$ cat src/rtl/be_split_pkg.sv
package be_split_pkg;
    typedef enum logic [1:0] {
        PH_IDLE   = 2'd0,
        PH_FIRST  = 2'd1,
        PH_SECOND = 2'd2
    } phase_e;
endpackage

$ cat src/rtl/be_split_map.sv
module be_split_map #(
    parameter int LANES = 4
) (
    input  logic [LANES-1:0] be_n,
    output logic             spans,
    output logic [LANES-1:0] follow_n
);
    localparam int HALF = LANES / 2;
    localparam int NHALVES = 2;

    logic [NHALVES-1:0] half_used;

    // A half-word is in use when any of its lanes is enabled (low)
    for (genvar h = 0; h < NHALVES; h++) begin : g_half
        assign half_used[h] = ~&be_n[h*HALF +: HALF];
    end

    always_comb begin
        spans = &half_used;
        if (spans) begin
            follow_n = {be_n[LANES-1:HALF], {HALF{1'b1}}};
        end else begin
            follow_n = '1;
        end
    end
endmodule

$ cat src/rtl/be_split_ctl.sv
module be_split_ctl
    import be_split_pkg::*;
#(
    parameter int LANES = 4
) (
    input  logic             clk,
    input  logic             rst,
    input  logic             start,
    input  logic [LANES-1:0] be_req_n,
    input  logic             rdy,
    input  logic             narrow,
    input  logic             self_tgt,
    input  logic             spans,
    input  logic [LANES-1:0] follow_n,
    output logic [LANES-1:0] be_cur_n,
    output logic             need_second,
    output logic             done
);
    localparam int HALF = LANES / 2;

    typedef struct packed {
        phase_e           phase;
        logic [LANES-1:0] be;
        logic             done;
    } ctl_t;

    ctl_t ctl_d, ctl_q;

    always_comb begin
        ctl_d      = ctl_q;
        ctl_d.done = 1'b0;
        unique case (ctl_q.phase)
            PH_IDLE: begin
                if (start) begin
                    ctl_d.phase = PH_FIRST;
                    ctl_d.be    = be_req_n;
                end
            end
            PH_FIRST: begin
                if (rdy) begin
                    if (narrow && !self_tgt && spans) begin
                        ctl_d.phase = PH_SECOND;
                        ctl_d.be    = follow_n;
                    end else begin
                        ctl_d.phase = PH_IDLE;
                        ctl_d.be    = '1;
                        ctl_d.done  = 1'b1;
                    end
                end
            end
            PH_SECOND: begin
                if (rdy) begin
                    ctl_d.phase = PH_IDLE;
                    ctl_d.be    = '1;
                    ctl_d.done  = 1'b1;
                end
            end
            default: begin
                ctl_d.phase = PH_IDLE;
                ctl_d.be    = '1;
            end
        endcase
    end

    always_ff @(posedge clk) begin
        if (rst) begin
            ctl_q.phase <= PH_IDLE;
            ctl_q.be    <= '1;
            ctl_q.done  <= 1'b0;
        end else begin
            ctl_q <= ctl_d;
        end
    end

    assign be_cur_n    = ctl_q.be;
    assign need_second = (ctl_q.phase == PH_SECOND);
    assign done        = ctl_q.done;

    // a second cycle never carries lower half-word lanes
    a_r4_upper_only: assert property (@(posedge clk) disable iff (rst)
        need_second |-> (&be_cur_n[HALF-1:0]));

    // a wide target finishes after the first ready
    a_r6_wide_one_cycle: assert property (@(posedge clk) disable iff (rst)
        (ctl_q.phase == PH_FIRST && rdy && !narrow) |=> (!need_second && done));

    // self-targeted accesses never split
    a_r7_self_no_split: assert property (@(posedge clk) disable iff (rst)
        (ctl_q.phase == PH_FIRST && rdy && self_tgt) |=> (ctl_q.phase == PH_IDLE && done));

    // done is a single-cycle pulse
    a_r8_done_single: assert property (@(posedge clk) disable iff (rst)
        done |=> !done);

    // enables hold while waiting for ready
    a_r9_hold: assert property (@(posedge clk) disable iff (rst)
        (ctl_q.phase != PH_IDLE && !rdy) |=> $stable(be_cur_n));

    // reset always lands in idle
    a_r10_reset_idle: assert property (@(posedge clk)
        rst |=> (ctl_q.phase == PH_IDLE && !done));
endmodule

$ cat src/rtl/be_width_splitter.sv
module be_width_splitter #(
    parameter int LANES = 4
) (
    input  logic             clk,
    input  logic             rst,
    input  logic             start,
    input  logic [LANES-1:0] be_req_n,
    input  logic             rdy,
    input  logic             narrow,
    input  logic             self_tgt,
    output logic [LANES-1:0] be_cur_n,
    output logic [LANES-1:0] be_next_n,
    output logic             need_second,
    output logic             done
);
    logic             spans;
    logic [LANES-1:0] follow_n;

    be_split_map #(.LANES(LANES)) u_map (
        .be_n     (be_cur_n),
        .spans    (spans),
        .follow_n (follow_n)
    );

    be_split_ctl #(.LANES(LANES)) u_ctl (
        .clk         (clk),
        .rst         (rst),
        .start       (start),
        .be_req_n    (be_req_n),
        .rdy         (rdy),
        .narrow      (narrow),
        .self_tgt    (self_tgt),
        .spans       (spans),
        .follow_n    (follow_n),
        .be_cur_n    (be_cur_n),
        .need_second (need_second),
        .done        (done)
    );

    assign be_next_n = follow_n;

    // the follow-up lookup is always all-idle while a second cycle runs
    a_r3_second_no_follow: assert property (@(posedge clk) disable iff (rst)
        need_second |-> (be_next_n == '1));
endmodule

$ cat config.mk
export PLATFORM = sky130hd
export DESIGN_NAME = be_width_splitter
export DESIGN_NICKNAME = d
export VERILOG_FILES = /design/src/rtl/be_split_pkg.sv /design/src/rtl/be_split_map.sv /design/src/rtl/be_split_ctl.sv /design/src/rtl/be_width_splitter.sv
export SDC_FILE = /design/constraint.sdc
export NUM_CORES = 1
export LEC_CHECK = 0
export BUFFER_PORTS_ARGS = -buffer_cell sky130_fd_sc_hd__buf_2
export CAP_MARGIN = 10
export CORE_UTILIZATION = 30
export CTS_CLUSTER_SIZE = 16
export DETAILED_ROUTE_END_ITERATION = 7
export PLACE_DENSITY = 0.58
export SLEW_MARGIN = 30
export SYNTH_ARGS = -nofsm -noshare
export SYNTH_HDL_FRONTEND = slang
export SYNTH_SLANG_ARGS = --single-unit
$ cat constraint.sdc
create_clock -name clk -period 4.9 [get_ports clk]
set_clock_uncertainty 0.2 [all_clocks]
set_input_delay 0.245 -clock clk [delete_from_list [all_inputs] [get_ports clk]]
set_output_delay 0.245 -clock clk [all_outputs]
set_load 0.01 [all_outputs]
==> results of run 1 <==
-- cells by family (layout without fill, tap and decap cells) --
group / count (synthesis) / after routing
DFF: 7 / 7
other: 1 / 2
AOI/OAI and AO/OA: 21 / 21
buffers and inverters: 8 / 23
and+or+nand+nor: 21 / 21
adders and majority gates: 5 / 5
-- metrics by stage --
stage,hold slack [ps],instance area (µm²),instances,util (%)
floorplan,114.1,549.3,64,-
global placement,302.9,620.6,100,36.34
detailed placement,328.3,620.6,100,36.34
CTS,53.23,646.9,104,37.88
global route,55.33,646.9,104,37.88
finish,56.19,646.9,104,37.88
-- state kept, by name (all words and copies together), names as in the netlist --
name,cells
u_ctl.done,1
u_ctl.be_cur_n,4
u_ctl.ctl_q,2
-- routing by layer --
layer / vias to the layer above / GRT usage [%] / part of all wire, %
li1: 255 / - / -
met1: 230 / 16.22 / 46
met2: 14 / 21.18 / 48
met3: 2 / 6.122 / 5.1
met4: 0 / 3.636 / 0.59
met5: - / 0 / 0
-- synth_stat cells, types with 2 or more instances --
cell,number,area [µm²]
sky130_fd_sc_hd__inv_1,2,7.510
sky130_fd_sc_hd__a21oi_1,7,35.03
sky130_fd_sc_hd__dfxtp_1,7,140.1
sky130_fd_sc_hd__o21bai_1,2,15.01
sky130_fd_sc_hd__nor4_1,2,12.51
sky130_fd_sc_hd__or2_2,4,25.02
sky130_fd_sc_hd__a2111oi_0,2,17.52
sky130_fd_sc_hd__nand2_1,2,7.510
sky130_fd_sc_hd__ha_1,5,62.56
sky130_fd_sc_hd__nand3_1,2,10.01
sky130_fd_sc_hd__buf_4,6,45.04
sky130_fd_sc_hd__a211oi_1,2,15.01
sky130_fd_sc_hd__a221o_1,2,20.02
sky130_fd_sc_hd__nor3_1,2,10.01
sky130_fd_sc_hd__nand2b_1,2,12.51
-- worst min path at each step --
stage,startpoint,endpoint,cells past startpoint
2_1_floorplan,rst,u_ctl.ctl_q[5]$_SDFFE_PP0P_,1
3_3_place_gp,u_ctl.ctl_q[5]$_SDFFE_PP0P_,u_ctl.ctl_q[5]$_SDFFE_PP0P_,2
3_5_place_dp,u_ctl.be_cur_n[1]$_SDFFE_PP1P_,u_ctl.be_cur_n[1]$_SDFFE_PP1P_,2
4_1_cts,rst,u_ctl.ctl_q[5]$_SDFFE_PP0P_,2
5_1_grt,rst,u_ctl.ctl_q[5]$_SDFFE_PP0P_,2
6_report,rst,u_ctl.ctl_q[5]$_SDFFE_PP0P_,2
-- power by group through the flow --
stage | sequential [W] | combinational [W] | clock (W)
2_1_floorplan | 0.0000672 | 0.0000429 | 0
3_3_place_gp | 0.0000677 | 0.0000533 | 0
3_5_place_dp | 0.0000681 | 0.0000534 | 0
4_1_cts | 0.0000670 | 0.0000537 | 0.0000550
5_1_grt | 0.0000676 | 0.0000592 | 0.0000574
6_report | 0.0000670 | 0.0000535 | 0.0000530
-- cell type report --
type                            count  share of cell area (%)
Tap cell                           25                   4.836
Clock buffer                        4                   4.062
Inverter                            2                   1.161
Timing Repair Buffer               17                   13.15
Sequential cell                     7                   21.66
Multi-Input combinational cell     49                   55.13
==> Flow_metrics.wiki, run 1 <==
{| class="wikitable"
! Metric !! Value
|-
| Layout Area Growth over Synthesis || 18.58%
|-
| Power density over cell area || 268.2 nW/µm²
|-
| Part of the total power dissipated in the clock network || 30.5%
|-
| Synth Flop Type || sky130_fd_sc_hd__dfxtp_1
|-
| Router iterations before antenna repair || 4
|-
| H-tree depth reported by CTS || 1
|-
| Ports placed on the boundary || 20
|-
| Xor and xnor area share after synthesis || 0%
|-
| Antenna violations before repair || 0
|-
| Run status || completed
|-
| DRC violation count after routing || 0
|-
| Max Clk Rate || 543.9 MHz
|-
| Violation count after the first detailed-routing iteration || 5
|-
| Most frequent standard cell in the layout excluding fill and tap cells || sky130_fd_sc_hd__buf_2
|-
| Worst path cell trace || inv_1 -> ha_1 -> or2_0 -> a2111oi_0 -> o21bai_1
|-
| Capture instance of the worst register-to-register path || u_ctl.be_cur_n[0]$_SDFFE_PP1P_
|-
| Global route overflow || 0
|-
| Basic-gate share of the synthesized area counting and, or, nand and nor cells || 23.39%
|-
| Crit path DAT || 1770 ps
|-
| Cell family contributing the most delay on the critical path || compound AO/OA/AOI/OAI gates
|-
| FILL cells || 189
|-
| Post-synth ARST share || 0%
|-
| Synthesized-area fraction occupied by ao, oa, aoi and oai cells || 29.13%
|-
| Number of enable-type register cells in the synthesized netlist || 0
|-
| Placer Congestion || 0.7857
|-
| Comb power frac || 30.8%
|-
| Longest Clk Path Bufs || 2
|-
| Clock net sink count || 7
|-
| Max-cap violation count || 0
|-
| Maximum resistive drop on vdd || 0.1642 mV
|-
| Starting utilization of the core area || 31.94%
|-
| Worst reg-to-reg setup slack || 3060 ps
|-
| DRT antenna net count || 0
|-
| Reg power frac || 38.6%
|-
| Number of cell instances on the worst register-to-register path || 5
|-
| Depth of the critical timing path with buffers and inverters included || 5
|-
| First element of the critical path || u_ctl.ctl_q[5]$_SDFFE_PP0P_
|-
| CTS Buf Count || 3
|-
| Height of the die || 44.64 µm
|-
| Total leakage power || 0.2661 nW
|-
| Max-slew violation count || 0
|-
| Die width || 44.64 µm
|-
| Critical Path Source Type || register
|-
| Synth warnings || 0
|-
| Endpoint type of the worst setup path || register
|-
| Die Area || 1993 µm²
|-
| Count of input and output buffers || 17
|-
| Via count of the first global-routing pass || 426
|-
| Sequential area share after synthesis || 25.69%
|-
| Root Buffer || sky130_fd_sc_hd__clkbuf_4
|-
| Worst EP required || 4830 ps
|-
| Cell internal pwr || 0.0001183 W
|-
| Endpoints failing hold || 0
|-
| Number of placement rows || 15
|-
| Adder and majority cell fraction of the synthesized area || 11.47%
|-
| Slowest cell on the critical path || sky130_fd_sc_hd__a2111oi_0
|-
| Clock transition at path regs || 50 ps
|-
| Worst r2r src || u_ctl.ctl_q[5]$_SDFFE_PP0P_
|-
| Ratio of cells with drive above 1 in the final layout || 36.71%
|-
| Number of gates resized after CTS || 0
|-
| Path type of the worst min-delay path || primary input to register
|-
| Vias || 501
|-
| Setup violators final || 0
|-
| Area taken by flip-flops and latches || 140.1 µm²
|-
| Post-layout power || 0.0001735 W
|-
| Sw frac || 31.80%
|-
| Later-pin clock latency in the skew report || 250 ps
|-
| Number of flip-flops and latches in the synthesized netlist || 7
|-
| Routed wire length || 1.186 mm
|-
| Critical setup path kind || register to register
|-
| Final Net Count || 95
|-
| Overall track demand over capacity in global routing || 13.34%
|-
| Multi-input gate area in the final layout || 356.6 µm²
|-
| Pre-CTS setup slack || 3055 ps
|-
| Largest net degree at the start of global routing || 10
|-
| Commonest non-fill, non-tap cells in the layout || 17 x sky130_fd_sc_hd__buf_2, 7 x sky130_fd_sc_hd__a21oi_1, 7 x sky130_fd_sc_hd__dfxtp_1, 5 x sky130_fd_sc_hd__ha_1, 4 x sky130_fd_sc_hd__or2_2
|-
| Clock tree from TritonCTS || built
|-
| DR vias/cell || 4.817
|-
| Worst setup slack after layout || 3061 ps
|-
| Area of the core || 1708 µm²
|-
| Combinational family with the most area after synthesis || compound AO/OA/AOI/OAI gates
|-
| Share of synthesized area spent on multiplexers || 0%
|-
| Post-CTS setup-driven buffer insertion count || 0
|-
| Unrepaired setup endpoints after global routing || false
|-
| Total Neg Setup Slack || 0 ps
|-
| Post-synthesis instance area || 545.5 µm²
|-
| CTS Hold Buffers Added || 0
|-
| Mean instance size in the synthesized netlist || 8.659 µm²
|-
| Wirelength per Cell || 11.40 µm
|-
| Delay contributed by the slowest stage of the critical path || 410 ps
|-
| Post-synth cell types || 29
|-
| Net switching power || 0.00005518 W
|-
| Mapped Cells || 63
|-
| Period Utilization, post-route || 37.53%
|-
| Worst setup path endpoint || u_ctl.be_cur_n[0]$_SDFFE_PP1P_
|-
| Inserted Diodes || 0
|-
| CP Max Fanout || 7
|-
| Clock period minus final worst setup slack || 1839 ps
|-
| First-pass GRT wire length || 1.856 mm
|-
| Buffers & Inverters on Critical Path || 1
|-
| Post-DP HPWL || 908 µm
|}
(Power assumes the default switching activity.)
==> run 2, diff against run 1 <==
--- a/config.mk
+++ b/config.mk
@@ -5,12 +5,13 @@
 export SDC_FILE = /design/constraint.sdc
 export NUM_CORES = 1
 export LEC_CHECK = 0
+export ABC_AREA = 1
 export BUFFER_PORTS_ARGS = -buffer_cell sky130_fd_sc_hd__buf_2
 export CAP_MARGIN = 10
 export CORE_UTILIZATION = 30
 export CTS_CLUSTER_SIZE = 16
 export DETAILED_ROUTE_END_ITERATION = 7
-export PLACE_DENSITY = 0.58
+export PLACE_DENSITY = 0.6
 export SLEW_MARGIN = 30
 export SYNTH_ARGS = -nofsm -noshare
 export SYNTH_HDL_FRONTEND = slang
==> constraint.sdc (replaced) <==
create_clock -name clk -period 1.6 [get_ports clk]
set_clock_uncertainty 0.2 [all_clocks]
set_input_delay 0.08 -clock clk [delete_from_list [all_inputs] [get_ports clk]]
set_output_delay 0.08 -clock clk [all_outputs]
set_load 0.01 [all_outputs]
==> Flow_metrics.wiki, run 2 <==
{| class="wikitable"
! Metric !! Value
|-
| Endpoints failing hold || 0 (unchanged)
|-
| Height of the die || 43.56 µm (was 44.64 µm)
|-
| Root Buffer || sky130_fd_sc_hd__clkbuf_4 (unchanged)
|-
| Later-pin clock latency in the skew report || 250 ps (about the same)
|-
| Global routing usage on met3 || 6.250% (was 6.122%)
|-
| Post-synth top area cell || sky130_fd_sc_hd__dfxtp_1 (unchanged)
|-
| Clock transition at path regs || 60 ps (was 50 ps)
|-
| Endpoint type of the worst setup path || register (unchanged)
|-
| Die Area || 1897 µm² (was 1993 µm²)
|-
| Path type of the worst min-delay path || primary input to register (unchanged)
|-
| Buffers & Inverters on Critical Path || 1 (unchanged)
|-
| Cell family contributing the most delay on the critical path || flip-flops (was compound AO/OA/AOI/OAI gates)
|-
| Mapped Cells || 78 (was 63)
|-
| Via count of the first global-routing pass || 433 (was 426)
|-
| Routed wire length || 1.146 mm (was 1.186 mm)
|-
| Unrepaired setup endpoints after global routing || false (unchanged)
|-
| Post-synth cell types || 17 (was 29)
|-
| CP Max Fanout || 6 (was 7)
|-
| DR vias/cell || 4.190 (was 4.817)
|-
| Post-DP HPWL || 857.8 µm (was 908 µm)
|-
| Inserted Diodes || 0 (unchanged)
|-
| Slowest cell on the critical path || sky130_fd_sc_hd__dfxtp_1 (was sky130_fd_sc_hd__a2111oi_0)
|-
| Worst EP required || 1550 ps (was 4830 ps)
|-
| Post-synth ARST share || 0% (unchanged)
|-
| Ratio of cells with drive above 1 in the final layout || 32.00% (was 36.71%)
|-
| Synth warnings || 0 (unchanged)
|-
| Top cell types by occurrence after synthesis || 24 x sky130_fd_sc_hd__nand2_1, 8 x sky130_fd_sc_hd__inv_1, 7 x sky130_fd_sc_hd__dfxtp_1 (was 7 x sky130_fd_sc_hd__a21oi_1, 7 x sky130_fd_sc_hd__dfxtp_1, 6 x sky130_fd_sc_hd__buf_4, 5 x sky130_fd_sc_hd__ha_1, 4 x sky130_fd_sc_hd__or2_2)
|-
| Longest Clk Path Bufs || 2 (unchanged)
|-
| Ports placed on the boundary || 20 (unchanged)
|-
| Die width || 43.56 µm (was 44.64 µm)
|-
| Total leakage power || 0.3663 nW (was 0.2661 nW)
|-
| Post-CTS setup-driven buffer insertion count || 0 (unchanged)
|-
| Starting utilization of the core area || 33.23% (was 31.94%)
|-
| Antenna violations before repair || 0 (unchanged)
|-
| Clock net sink count || 7 (unchanged)
|-
| Critical setup path kind || register to register (unchanged)
|-
| Post-synthesis instance area || 518.0 µm² (was 545.5 µm²)
|-
| Violation count after the first detailed-routing iteration || 19 (was 5)
|-
| Most Used Layer, Global Route || met2 (unchanged)
|-
| Number of flip-flops and latches in the synthesized netlist || 7 (unchanged)
|-
| Wirelength per Cell || 9.879 µm (was 11.40 µm)
|-
| H-tree depth reported by CTS || 1 (unchanged)
|-
| Worst hold slack || 47.34 ps (was 56.19 ps)
|-
| Overall track demand over capacity in global routing || 14.35% (was 13.34%)
|-
| Max-cap violation count || 0 (unchanged)
|-
| GR met1 Demand/Resource || 18.02% (was 16.22%)
|-
| Maximum resistive drop on vdd || 0.4277 mV (was 0.1642 mV)
|-
| Layout Area Growth over Synthesis || 30.68% (was 18.58%)
|-
| Synth Flop Type || sky130_fd_sc_hd__dfxtp_1 (unchanged)
|-
| FILL cells || 159 (was 189)
|-
| Vias || 486 (was 501)
|-
| Delay contributed by the slowest stage of the critical path || 350 ps (was 410 ps)
|-
| Final Net Count || 116 (was 95)
|-
| Clock tree from TritonCTS || built (unchanged)
|-
| Cell with the most instances after synthesis || sky130_fd_sc_hd__nand2_1
|-
| Clock period minus final worst setup slack || 1469 ps (was 1839 ps)
|-
| Met2 Resource Use GR || 23.28% (was 21.18%)
|-
| Post-layout power || 0.0005591 W (was 0.0001735 W)
|-
| Setup violators final || 0 (unchanged)
|-
| Flip-flop count of the largest register, all copies and words added || 4 (unchanged)
|-
| Router iterations before antenna repair || 8 (was 4)
|-
| Failing checks || DRC
|-
| Power density over cell area || 826.0 nW/µm² (was 268.2 nW/µm²)
|-
| Max Clk Rate || 680.7 MHz (was 543.9 MHz)
|-
| DRC violation count after routing || 6 (was 0)
|-
| Largest net degree at the start of global routing || 7 (was 10)
|-
| Total Neg Setup Slack || 0 ps (unchanged)
|-
| Crit path DAT || 1420 ps (was 1770 ps)
|-
| Period Utilization, post-route || 91.82% (was 37.53%)
|-
| Number of enable-type register cells in the synthesized netlist || 0 (unchanged)
|-
| Critical Path Source Type || register (unchanged)
|-
| Mean instance size in the synthesized netlist || 6.641 µm² (was 8.659 µm²)
|-
| Placer Congestion || 0.7999 (was 0.7857)
|-
| Area of the core || 1559 µm² (was 1708 µm²)
|-
| Largest cells by area after synthesis || sky130_fd_sc_hd__dfxtp_1 27%, sky130_fd_sc_hd__nand2_1 17%, sky130_fd_sc_hd__ha_1 12%, sky130_fd_sc_hd__buf_4 8.7%, sky130_fd_sc_hd__a21oi_1 5.8% (was sky130_fd_sc_hd__dfxtp_1 26%, sky130_fd_sc_hd__ha_1 11%, sky130_fd_sc_hd__buf_4 8.3%, sky130_fd_sc_hd__a21oi_1 6.4%, sky130_fd_sc_hd__or2_2 4.6%)
|-
| DRT antenna net count || 0 (unchanged)
|-
| Run status || finished with violations (was completed)
|-
| Number of placement rows || 14 (was 15)
|-
| Max-slew violation count || 0 (unchanged)
|-
| Worst path cell trace || inv_1 -> ha_1 -> o21ai_4 -> nand2_4 -> a21oi_1 -> nand2_1 (was inv_1 -> ha_1 -> or2_0 -> a2111oi_0 -> o21bai_1)
|-
| Most frequent standard cell in the layout excluding fill and tap cells || sky130_fd_sc_hd__nand2_1 (was sky130_fd_sc_hd__buf_2)
|-
| CTS Buf Count || 3 (unchanged)
|-
| Sequential area share after synthesis || 27.05% (was 25.69%)
|-
| Global route overflow || 0 (unchanged)
|-
| Commonest non-fill, non-tap cells in the layout || 24 x sky130_fd_sc_hd__nand2_1, 17 x sky130_fd_sc_hd__buf_2, 8 x sky130_fd_sc_hd__inv_1 (was 17 x sky130_fd_sc_hd__buf_2, 7 x sky130_fd_sc_hd__a21oi_1, 7 x sky130_fd_sc_hd__dfxtp_1, 5 x sky130_fd_sc_hd__ha_1, 4 x sky130_fd_sc_hd__or2_2)
|-
| Count of input and output buffers || 17 (unchanged)
|-
| First-pass GRT wire length || 1.938 mm (was 1.856 mm)
|-
| Area share of the largest cell type after synthesis || 27.05% (was 25.69%)
|}
run 2: cell count changes in the layout (fill, tap and decap cells not counted), sizes merged, moves of 2 or more:
cell / change
or2: -5
nor3: -2
nor4: -2
o21bai: -3
o21ai: +3
nand2b: -2
inv: +10
and2: -2
a221o: -2
dlygate4sd3: +6
a2111oi: -2
nor2: +6
a211oi: -2
nand2: +24
run 2: where the power goes:
part           total, W  switching, W  leakage, nW  internal, W
logic          0.000186      0.000108        0.293    0.0000787
clock network  0.000161     0.0000658       0.0150    0.0000952
registers      0.000212     0.0000167       0.0582     0.000195
total          0.000559      0.000190        0.366     0.000369
run 2: worst paths after layout:
| kind | start | to | slack [ps] | cells past startpoint |
|---|---|---|---|---|
| hold / removal | narrow | u_ctl.be_cur_n[3]$_SDFFE_PP1P_ | 50 | 6 |
| hold reg to reg | u_ctl.be_cur_n[1]$_SDFFE_PP1P_ | u_ctl.be_cur_n[1]$_SDFFE_PP1P_ | 300 | 2 |
| setup reg to reg | u_ctl.ctl_q[6]$_SDFFE_PP0P_ | u_ctl.be_cur_n[2]$_SDFFE_PP1P_ | 130 | 6 |
| setup / recovery | u_ctl.ctl_q[6]$_SDFFE_PP0P_ | u_ctl.be_cur_n[2]$_SDFFE_PP1P_ | 130 | 6 |
run 2: final cells by class:
type	count	area (µm²)	share of cell area (%)
Multi-Input combinational cell	54	296.5	43.81
Timing Repair Buffer	23	145.1	21.44
Sequential cell	7	141.4	20.89
Inverter	12	47.55	7.024
Clock buffer	4	26.28	3.882
Tap cell	16	20.02	2.957
run 2: tightest hold or removal path, cell delays in order:
cell	delay, ps
sky130_fd_sc_hd__buf_2	110
sky130_fd_sc_hd__nand2_1	80
sky130_fd_sc_hd__o21ai_1	70
sky130_fd_sc_hd__nand2_1	50
sky130_fd_sc_hd__nand2_1	40
sky130_fd_sc_hd__nand2_1	40
run 2: cells by family (layout without fill, tap and decap cells):
kind of cell / after synthesis / in the layout / synth area share [%]
AOI/OAI and AO/OA: 10 / 10 / 11.84
adders and majority gates: 5 / 5 / 12.08
buffers and inverters: 18 / 39 / 17.87
DFF: 7 / 7 / 27.05
other: 1 / 2 / 0.7239
and+or+nand+nor: 37 / 37 / 30.44
run 2: layer usage:
metal / vias up / share of wire, % / wire length (µm)
met5: - / 0 / 0
met4: 0 / 0 / 0
met3: 0 / 6.7 / 77
met2: 22 / 44 / 505
met1: 189 / 49 / 563
li1: 275 / - / -
run 2: metrics by stage:
step | setup WS [ps] | area [µm²] | cells | utilization, %
2_1_floorplan | 110.3 | 521.8 | 79 | -
3_3_place_gp | 95.61 | 581.8 | 106 | 37.32
3_5_place_dp | 64.49 | 581.8 | 106 | 37.32
4_1_cts | 49.71 | 668.1 | 116 | 42.86
5_1_grt | 10.02 | 676.9 | 116 | 43.42
6_report | 130.8 | 676.9 | 116 | 43.42
run 2: repair_timing:
item,4_1_cts,5_1_grt
hold endpoints to repair,6,0
setup endpoints to repair,0,6
gates resized for setup,0,4
hold buffers,6,0
==> run 3, diff against run 2 <==
--- a/config.mk
+++ b/config.mk
@@ -11,7 +11,7 @@
 export CORE_UTILIZATION = 30
 export CTS_CLUSTER_SIZE = 16
 export DETAILED_ROUTE_END_ITERATION = 7
-export PLACE_DENSITY = 0.6
+export PLACE_DENSITY = 0.59
 export SLEW_MARGIN = 30
 export SYNTH_ARGS = -nofsm -noshare
 export SYNTH_HDL_FRONTEND = slang
==> constraint.sdc (replaced) <==
create_clock -name clk -period 1.75 [get_ports clk]
set_clock_uncertainty 0.2 [all_clocks]
set_input_delay 0.0875 -clock clk [delete_from_list [all_inputs] [get_ports clk]]
set_output_delay 0.0875 -clock clk [all_outputs]
set_load 0.01 [all_outputs]
==> Flow_metrics.wiki, run 3 (synthesis results as in run 2) <==
{| class="wikitable"
! Metric !! Value
|-
| Total leakage power || 0.3680 nW (was 0.3663 nW)
|-
| Maximum resistive drop on vdd || 0.3161 mV (was 0.4277 mV)
|-
| Number of gates resized after CTS || 0 (unchanged)
|-
| Unrepaired setup endpoints after global routing || false (unchanged)
|-
| Failing checks || DRC (unchanged)
|-
| Count of input and output buffers || 17 (unchanged)
|-
| Critical setup path kind || register to register (unchanged)
|-
| Clock tree from TritonCTS || built (unchanged)
|-
| Root Buffer || sky130_fd_sc_hd__clkbuf_4 (unchanged)
|-
| H-tree depth reported by CTS || 1 (unchanged)
|-
| Clock transition at path regs || 50 ps (was 60 ps)
|-
| Run status || finished with violations (unchanged)
|-
| Clock period minus final worst setup slack || 1572 ps (was 1469 ps)
|-
| Final Net Count || 116 (unchanged)
|-
| Height of the die || 43.56 µm (unchanged)
|-
| Worst hold slack || 38.01 ps (was 47.34 ps)
|-
| Max-slew violation count || 0 (unchanged)
|-
| Endpoints failing hold || 0 (unchanged)
|-
| Antenna violations before repair || 0 (unchanged)
|-
| Worst path cell trace || inv_1 -> ha_1 -> o21ai_4 -> nand2_4 -> a21oi_1 -> nand2_1 (unchanged)
|-
| Number of placement rows || 14 (unchanged)
|-
| First-pass GRT wire length || 1.911 mm (was 1.938 mm)
|-
| Area of the core || 1559 µm² (unchanged)
|-
| Delay contributed by the slowest stage of the critical path || 390 ps (was 350 ps)
|-
| Post-CTS setup-driven buffer insertion count || 0 (unchanged)
|-
| Starting utilization of the core area || 33.23% (unchanged)
|-
| Final cell count without fillers || 116 (unchanged)
|-
| Die width || 43.56 µm (unchanged)
|-
| Router iterations before antenna repair || 6 (was 8)
|-
| Ratio of cells with drive above 1 in the final layout || 28.00% (was 32.00%)
|-
| Ports placed on the boundary || 20 (unchanged)
|-
| Period Utilization, post-route || 89.81% (was 91.82%)
|-
| Path type of the worst min-delay path || primary input to register (unchanged)
|-
| Slowest cell on the critical path || sky130_fd_sc_hd__dfxtp_1 (unchanged)
|-
| Die Area || 1897 µm² (unchanged)
|-
| Worst setup slack after layout || 178.4 ps (was 130.8 ps)
|-
| Layout Area Growth over Synthesis || 28.99% (was 30.68%)
|-
| Overall track demand over capacity in global routing || 13.94% (was 14.35%)
|-
| Flip-flop count of the largest register, all copies and words added || 4 (unchanged)
|-
| Cell Count Post-Placement || 106 (unchanged)
|-
| Power density over cell area || 764.0 nW/µm² (was 826.0 nW/µm²)
|-
| Later-pin clock latency in the skew report || 260 ps (was 250 ps)
|-
| Pre-CTS setup slack || 189.1 ps (was 64.49 ps)
|-
| CTS Buf Count || 3 (unchanged)
|-
| Most frequent standard cell in the layout excluding fill and tap cells || sky130_fd_sc_hd__nand2_1 (unchanged)
|-
| CP Max Fanout || 6 (unchanged)
|-
| Setup violators final || 0 (unchanged)
|-
| Clock net sink count || 7 (unchanged)
|-
| Total Neg Setup Slack || 0 ps (unchanged)
|-
| Inserted Diodes || 0 (unchanged)
|-
| Wirelength per Cell || 9.310 µm (was 9.879 µm)
|-
| Commonest non-fill, non-tap cells in the layout || 24 x sky130_fd_sc_hd__nand2_1, 17 x sky130_fd_sc_hd__buf_2, 8 x sky130_fd_sc_hd__inv_1, 7 x sky130_fd_sc_hd__dfxtp_1 (was 24 x sky130_fd_sc_hd__nand2_1, 17 x sky130_fd_sc_hd__buf_2, 8 x sky130_fd_sc_hd__inv_1)
|-
| Placer Congestion || 0.7647 (was 0.7999)
|-
| DR vias/cell || 4.302 (was 4.190)
|-
| Largest net degree at the start of global routing || 7 (unchanged)
|-
| Post-DP HPWL || 841.9 µm (was 857.8 µm)
|-
| Via count of the first global-routing pass || 475 (was 433)
|-
| FILL cells || 167 (was 159)
|-
| Max Clk Rate || 636.3 MHz (was 680.7 MHz)
|-
| Critical Path Source Type || register (unchanged)
|-
| Worst EP required || 1700 ps (was 1550 ps)
|-
| Max-cap violation count || 0 (unchanged)
|-
| Endpoint type of the worst setup path || register (unchanged)
|-
| Utilization after layout || 42.86% (was 43.42%)
|-
| Crit path DAT || 1520 ps (was 1420 ps)
|-
| Worst reg-to-reg setup slack || 180 ps (was 130 ps)
|-
| Global route overflow || 0 (unchanged)
|-
| Violation count after the first detailed-routing iteration || 16 (was 19)
|-
| Longest Clk Path Bufs || 2 (unchanged)
|-
| Routed wire length || 1.080 mm (was 1.146 mm)
|-
| DRC violation count after routing || 5 (was 6)
|-
| DRT antenna net count || 0 (unchanged)
|-
| Vias || 499 (was 486)
|}
-- run 3: stage by stage --
stage                     area (µm²)  total power (W)
after floorplan                521.8        0.0003231
after global placement         581.8        0.0003517
after detailed placement       581.8        0.0003531
after CTS                      668.1        0.0005199
after global routing           668.1        0.0005538
final                          668.1        0.0005105
-- run 3: layout make-up --
class	count	area, µm²	share of cell area [%]
repair buffers	23	145.1	21.72
flip-flops and latches	7	140.1	20.97
multi-input cells	54	289.0	43.26
inverters	12	47.55	7.116
clock buffers	4	26.28	3.933
well taps	16	20.02	2.996
-- run 3: critical path, delay by kind of cell, from the launching register on --
| family | cells | cell delay [ps] |
|---|---|---|
| AO/OA/AOI/OAI | 2 | 330 |
| adder cells (fa/ha/maj) | 1 | 260 |
| buffers and inverters | 1 | 100 |
| flip-flops | 1 | 390 |
| AND/OR/NAND/NOR | 2 | 180 |
-- run 3: layer usage --
layer / part of all wire [%] / vias to the layer above / global-route usage, % / wire (µm)
li1: - / 278 / - / -
met1: 52 / 201 / 17.86 / 562
met2: 39 / 18 / 20.30 / 421
met3: 8.1 / 2 / 6.250 / 87
met4: 0.83 / 0 / 5.625 / 9
met5: 0 / - / 0 / 0
-- run 3: worst paths after layout --
path                            cells after the start                        endpoint                      startpoint
worst max-delay path                                6  u_ctl.be_cur_n[2]$_SDFFE_PP1P_     u_ctl.ctl_q[5]$_SDFFE_PP0P_
worst min-delay path                                6  u_ctl.be_cur_n[3]$_SDFFE_PP1P_                          narrow
worst max register to register                      6  u_ctl.be_cur_n[2]$_SDFFE_PP1P_     u_ctl.ctl_q[5]$_SDFFE_PP0P_
worst min register to register                      2  u_ctl.be_cur_n[1]$_SDFFE_PP1P_  u_ctl.be_cur_n[1]$_SDFFE_PP1P_
-- run 3: timing repair --
action	CTS	global route
hold endpoints to repair	6	0
endpoints found under the setup margin	0	0
hold buffers	6	0
-- run 3: report_power, final --
| part | switching [W] | internal [W] | total, W |
|---|---|---|---|
| logic | 0.0000961 | 0.0000699 | 0.000166 |
| clock network | 0.0000638 | 0.0000873 | 0.000151 |
| registers | 0.0000158 | 0.000178 | 0.000193 |
